### config.mk
export PLATFORM = sky130hd
export DESIGN_NAME = pio_pipeline
export DESIGN_NICKNAME = d
export VERILOG_FILES = /design/src/rtl/pio_pkg.sv /design/src/rtl/pio_or_merge.sv /design/src/rtl/pio_in_stage.sv /design/src/rtl/pio_core_port.sv /design/src/rtl/pio_pipeline.sv
export SDC_FILE = /design/constraint.sdc
export NUM_CORES = 2
export LEC_CHECK = 0
export BUFFER_PORTS_ARGS = -buffer_cell sky130_fd_sc_hd__clkbuf_2
export CAP_MARGIN = 20
export CORE_AREA = 2 2 683 685
export DETAILED_ROUTE_END_ITERATION = 7
export DIE_AREA = 0 0 685 687
export MAX_ROUTING_LAYER = met4
export PLACE_DENSITY = 0.3
export SETUP_SLACK_MARGIN = 0.05
export SLEW_MARGIN = 20
export SYNTH_ARGS = -nofsm -noshare
export SYNTH_HDL_FRONTEND = slang
export SYNTH_HIERARCHICAL = 1
export SYNTH_SLANG_ARGS = --single-unit
### constraint.sdc
create_clock -name clk -period 1.69 [get_ports clk]
set_input_delay 0.0845 -clock clk [delete_from_list [all_inputs] [get_ports clk]]
set_output_delay 0.0845 -clock clk [all_outputs]
set_load 0.02 [all_outputs]
### src/rtl/pio_pkg.sv
package pio_pkg;
  localparam int DEF_CORES = 4;
  localparam int DEF_PINS  = 64;
  localparam int DEF_AUX   = 2;

  typedef enum logic {
    IN_FROM_PAD   = 1'b0,
    IN_FROM_SMART = 1'b1
  } in_src_e;
endpackage

### src/rtl/pio_or_merge.sv
module pio_or_merge #(
  parameter int W    = 64,
  parameter int NSRC = 4
) (
  input  logic [NSRC*W-1:0] src,
  output logic [W-1:0]      merged
);
  logic [W-1:0] acc [NSRC+1];

  assign acc[0] = '0;
  for (genvar g = 0; g < NSRC; g++) begin : g_or
    assign acc[g+1] = acc[g] | src[g*W +: W];
  end
  assign merged = acc[NSRC];
endmodule

### src/rtl/pio_in_stage.sv
module pio_in_stage
  import pio_pkg::*;
#(
  parameter int W = 64
) (
  input  logic         clk,
  input  logic         rst,
  input  logic [W-1:0] pin_in,
  input  logic [W-1:0] sel,
  input  logic [W-1:0] smart_in,
  output logic [W-1:0] mux_o,
  output logic [W-1:0] hub_q
);
  logic [W-1:0] pad_q;

  always_ff @(posedge clk) begin
    if (rst) pad_q <= '0;
    else     pad_q <= pin_in;
  end

  always_comb begin
    for (int b = 0; b < W; b++) begin
      if (in_src_e'(sel[b]) == IN_FROM_SMART) mux_o[b] = smart_in[b];
      else                                   mux_o[b] = pad_q[b];
    end
  end

  always_ff @(posedge clk) begin
    if (rst) hub_q <= '0;
    else     hub_q <= mux_o;
  end
endmodule

### src/rtl/pio_core_port.sv
module pio_core_port #(
  parameter int W = 64
) (
  input  logic         clk,
  input  logic         rst,
  input  logic         commit,
  input  logic         begin_i,
  input  logic [W-1:0] out_wr,
  input  logic [W-1:0] dir_wr,
  input  logic [W-1:0] hub_in,
  input  logic [W-1:0] fresh_in,
  output logic [W-1:0] out_q,
  output logic [W-1:0] dir_q,
  output logic [W-1:0] rd_reg,
  output logic [W-1:0] rd_test
);
  always_ff @(posedge clk) begin
    if (rst) begin
      out_q  <= '0;
      dir_q  <= '0;
      rd_reg <= '0;
    end else if (commit) begin
      out_q  <= out_wr;
      dir_q  <= dir_wr;
      rd_reg <= hub_in;
    end
  end

  always_ff @(posedge clk) begin
    if (rst)          rd_test <= '0;
    else if (begin_i) rd_test <= fresh_in;
  end
endmodule

### src/rtl/pio_pipeline.sv
module pio_pipeline
  import pio_pkg::*;
#(
  parameter int NUM_CORES = DEF_CORES,
  parameter int NUM_PINS  = DEF_PINS,
  parameter int NUM_AUX   = DEF_AUX
) (
  input  logic                          clk,
  input  logic                          rst,
  input  logic [NUM_CORES-1:0]          core_commit,
  input  logic [NUM_CORES-1:0]          core_begin,
  input  logic [NUM_CORES*NUM_PINS-1:0] core_out_wr,
  input  logic [NUM_CORES*NUM_PINS-1:0] core_dir_wr,
  input  logic [NUM_AUX*NUM_PINS-1:0]   aux_out,
  input  logic [NUM_AUX*NUM_PINS-1:0]   aux_dir,
  input  logic [NUM_PINS-1:0]           strm_out,
  input  logic [NUM_PINS-1:0]           strm_dir,
  input  logic [NUM_PINS-1:0]           pin_in,
  input  logic [NUM_PINS-1:0]           in_smart_sel,
  input  logic [NUM_PINS-1:0]           smart_in,
  output logic [NUM_PINS-1:0]           pin_out,
  output logic [NUM_PINS-1:0]           pin_oe,
  output logic [NUM_CORES*NUM_PINS-1:0] rd_reg,
  output logic [NUM_CORES*NUM_PINS-1:0] rd_test
);
  localparam int P    = NUM_PINS;
  localparam int NSRC = NUM_CORES + NUM_AUX + 1;
  localparam int AUX0 = NUM_CORES * P;
  localparam int STR0 = (NUM_CORES + NUM_AUX) * P;

  logic [P-1:0]      in_fresh, in_hub;
  logic [NSRC*P-1:0] src_out, src_dir;
  logic [P-1:0]      merged_out, merged_dir;
  logic [P-1:0]      hub_out_q, hub_dir_q;

  pio_in_stage #(.W(P)) u_in (
    .clk      (clk),
    .rst      (rst),
    .pin_in   (pin_in),
    .sel      (in_smart_sel),
    .smart_in (smart_in),
    .mux_o    (in_fresh),
    .hub_q    (in_hub)
  );

  for (genvar g = 0; g < NUM_CORES; g++) begin : g_core
    logic [P-1:0] oq, dq;
    pio_core_port #(.W(P)) u_port (
      .clk      (clk),
      .rst      (rst),
      .commit   (core_commit[g]),
      .begin_i  (core_begin[g]),
      .out_wr   (core_out_wr[g*P +: P]),
      .dir_wr   (core_dir_wr[g*P +: P]),
      .hub_in   (in_hub),
      .fresh_in (in_fresh),
      .out_q    (oq),
      .dir_q    (dq),
      .rd_reg   (rd_reg[g*P +: P]),
      .rd_test  (rd_test[g*P +: P])
    );
    assign src_out[g*P +: P] = oq;
    assign src_dir[g*P +: P] = dq;
  end

  assign src_out[AUX0 +: NUM_AUX*P] = aux_out;
  assign src_dir[AUX0 +: NUM_AUX*P] = aux_dir;
  assign src_out[STR0 +: P]         = strm_out;
  assign src_dir[STR0 +: P]         = strm_dir;

  pio_or_merge #(.W(P), .NSRC(NSRC)) u_or_out (.src(src_out), .merged(merged_out));
  pio_or_merge #(.W(P), .NSRC(NSRC)) u_or_dir (.src(src_dir), .merged(merged_dir));

  always_ff @(posedge clk) begin
    if (rst) begin
      hub_out_q <= '0;
      hub_dir_q <= '0;
    end else begin
      hub_out_q <= merged_out;
      hub_dir_q <= merged_dir;
    end
  end

  assign pin_out = hub_out_q;
  assign pin_oe  = hub_dir_q;
endmodule

==> summary.txt <==
Outcome
  • Status: completed

Routing
  • Pre-antenna DRT Iters: 5
  • Total number of vias: 46.5k
  • Routed vias/inst: 3.24
  • Residual DRC: 0
  • DRT antenna net count: 0
  • Starting DRT DRC Count: 2,234
  • Detailed-route wire length per cell: 23.0 um
  • DRT Wirelength: ~330 mm

Worst setup path
  • Critical Path AT: 2.32 ns
  • Peak fanout along the critical path: 2
  • Startpoint Class: register
  • Crit Path Category: register to register
  • Worst EP required: 2.37 ns
  • CP Capture Type: register

Clock tree
  • Clock root cell: clkbuf_16
  • Clk sinks: about 1.3k
  • CTS clk-pin slew, worst paths: approximately 0.060 ns
  • CTS Buffer Depth: 4
  • CTS tree: built
  • Clock latency on the worst-skew pair: 0.86 ns
  • CTS Buf Count: 174
  • H-tree Lvls: 4
  • Post-CTS setup buffers: 0

Synth
  • Syn Nets: about 5.4k
  • Yosys cell types: 16
  • Gate Count Post-Synth: between 4k and 5k
  • Seq/Total Area, Yosys: 0.549
  • Yosys Warn Count: 6
  • Post-synth top area share: 0.549
  • Cell accounting for the most synthesized area: dfxtp_1
  • Syn avg cell area: 10.9 um^2
  • Yosys reg bits: 1,280
  • Synth top area cells: dfxtp_1 (55%), mux2i_1 (22%), nor2_1 (8.2%), buf_12 (3.4%), nor2b_1 (3.3%)
  • Post-Syn Area: 0.0467 mm^2

Power and ir drop
  • Gate power share: 0.164
  • Sw power: 23.5 mW
  • Pint: 60.8 mW
  • Tot Pwr: between 80 and 90 mW
  • Pleak: 38.8 nW
  • Flop pwr share: 0.392
  • Clk pwr share: 0.443
  • PD cells: 967 mW/mm^2
  • Switch share: 0.279
  • IR drop worst, VDD: 0.752 mV

Global route
  • Global-route wire length before repair: 431 mm
  • Largest net degree at the start of global routing: 73
  • Grt ovf: 0
  • Tot GR Track Use: 0.138
  • Vias in the first global route: 48.8k
  • Initial antenna violation count: 193

STA
  • Clk_skew: 0.0729 ns
  • Final setup fails: 0
  • Least-Margin Pin Slew: 0.800 ns
  • Setup slack after layout: about 0.056 ns
  • Max Clock Freq: 612 MHz
  • Fin. Hold Viols: 0
  • Hold Slack: 0.0988 ns
  • Post-Route Setup TNS: 0 ns
  • Max_slew headroom: 0.462
  • Min Clock Period, post-route: 1.63 ns
  • RSZ-0062 raised after global routing: true
  • Final period utilization: 0.967
  • Max Transition Viols Final: 0

Floorplanning
  • Row count: 250
  • Core area: 0.463 mm^2
  • Die W: 685 um
  • Die height: 687 um
  • Initial core utilization: 0.101
  • Total die area: 0.471 mm^2
  • Ports: approximately 1.7k

Min path
  • Worst hold path type: input port to register

Cells and area
  • # fillers: 51.6k
  • Synthesis-to-finish area growth: 86.5%
  • Finished Cell Area: 0.0871 mm^2
  • Nets: 9,043
  • Non-Filler Instances: roughly 14k
  • Final core occ: 0.188
  • Share of cells above drive strength 1: 0.290

Place
  • Placed inst area: 0.0630 mm^2
  • Detailed Place HPWL: 268 mm
  • Gpl congestion: 0.946
  • Buffers on Ports: 1,737
  • Setup WS pre-CTS: -0.192 ns
  • Placed Cells incl. Taps: 12.2k

Job
  • Number of max-cap violations: 0
cell families (layout without fill, tap and decap cells):
| group | after synthesis | in the layout | synth area share |
|---|---|---|---|
| and+or+nand+nor | 1664 | 1664 | 0.159 |
| DFF | 1280 | 1280 | 0.549 |
| muxes | 1088 | 1088 | 0.235 |
| buffers and inverters | 256 | 4041 | 0.0570 |
| other | 0 | 106 | 0 |
worst max-delay path, cell delays in order, from the launching register on:
cell and delay [ns]:
dfxtp_1 0.33, nor4_1 0.05, dlygate4sd3_1 0.57, nand2_1 0.06
nor2b_1 0.48
cell usage after synthesis (all sizes together):
cell	instances
nor3	128
nand2	128
nor4	128
dfxtp	1280
nor2	1024
nor2b	254
mux2	64
clkbuf	93
buf	163
and2b	2
mux2i	1024
what timing repair did:
| item | CTS | global route |
|---|---|---|
| hold buffers | 1763 | 36 |
| gates resized for setup | 128 | 10 |
| endpoints found under the setup margin | 68 | 150 |
| pin swaps | 0 | 1 |
| gates cloned | 0 | 1 |
| endpoints found under the hold margin | 1162 | 155 |
power by group through the flow:
stage	Combinational [mW]	Clock, mW	Sequential, mW
2_1_floorplan	4.08	0	34.2
5_1_grt	14.8	39.9	33.2
3_5_place_dp	10.0	0	33.7
3_3_place_gp	10.0	0	33.7
4_1_cts	14.1	39.0	33.1
6_report	13.9	37.3	33.0
per-layer routing:
layer	routed length, um	vias to the layer above	track usage
met2	168000	1595	0.243
met4	13300	0	0.0503
met5	0	-	-
li1	-	21849	-
met1	130000	22559	0.149
met3	19800	475	0.0341
layout by cell type (no fill, tap or decap), drive strengths merged:
cell	synthesis	routed
clkbuf	93	1986
dlygate4sd3	0	1764
dfxtp	1280	1280
mux2i	1024	1024
nor2	1024	1024
nor2b	254	254
buf	163	244
nor3	128	128
nand2	128	128
nor4	128	128
diode	0	106
mux2	64	64
clkinv	0	30
bufinv	0	7
clkinvlp	0	6
inv	0	4
and2b	2	2
cell type report:
type / instances / area [um^2] / area share
timing repair buffer: 3737 / 29300 / 0.336
clock inverter: 47 / 528 / 0.00606
sequential: 1280 / 25700 / 0.295
multi-input combinational: 2752 / 18500 / 0.212
antenna: 106 / 265 / 0.00304
clock buffer: 257 / 5130 / 0.0589
tap: 6174 / 7720 / 0.0887
path summary, 6_finish.rpt:
| path | start | to | slack, ns | depth (start not counted) |
|---|---|---|---|---|
| setup / recovery | g_core[3].u_port/dir_q[45] | pin_oe[45] | 0.06 | 4 |
| hold / removal | core_out_wr[166] | g_core[2].u_port/out_q[38] | 0.1 | 4 |
| setup reg to reg | g_core[3].u_port/dir_q[45] | pin_oe[45] | 0.06 | 4 |
| hold reg to reg | g_core[2].u_port/rd_test[3] | g_core[2].u_port/rd_test[3] | 0.49 | 2 |
Power figures use the tool's default switching activity.
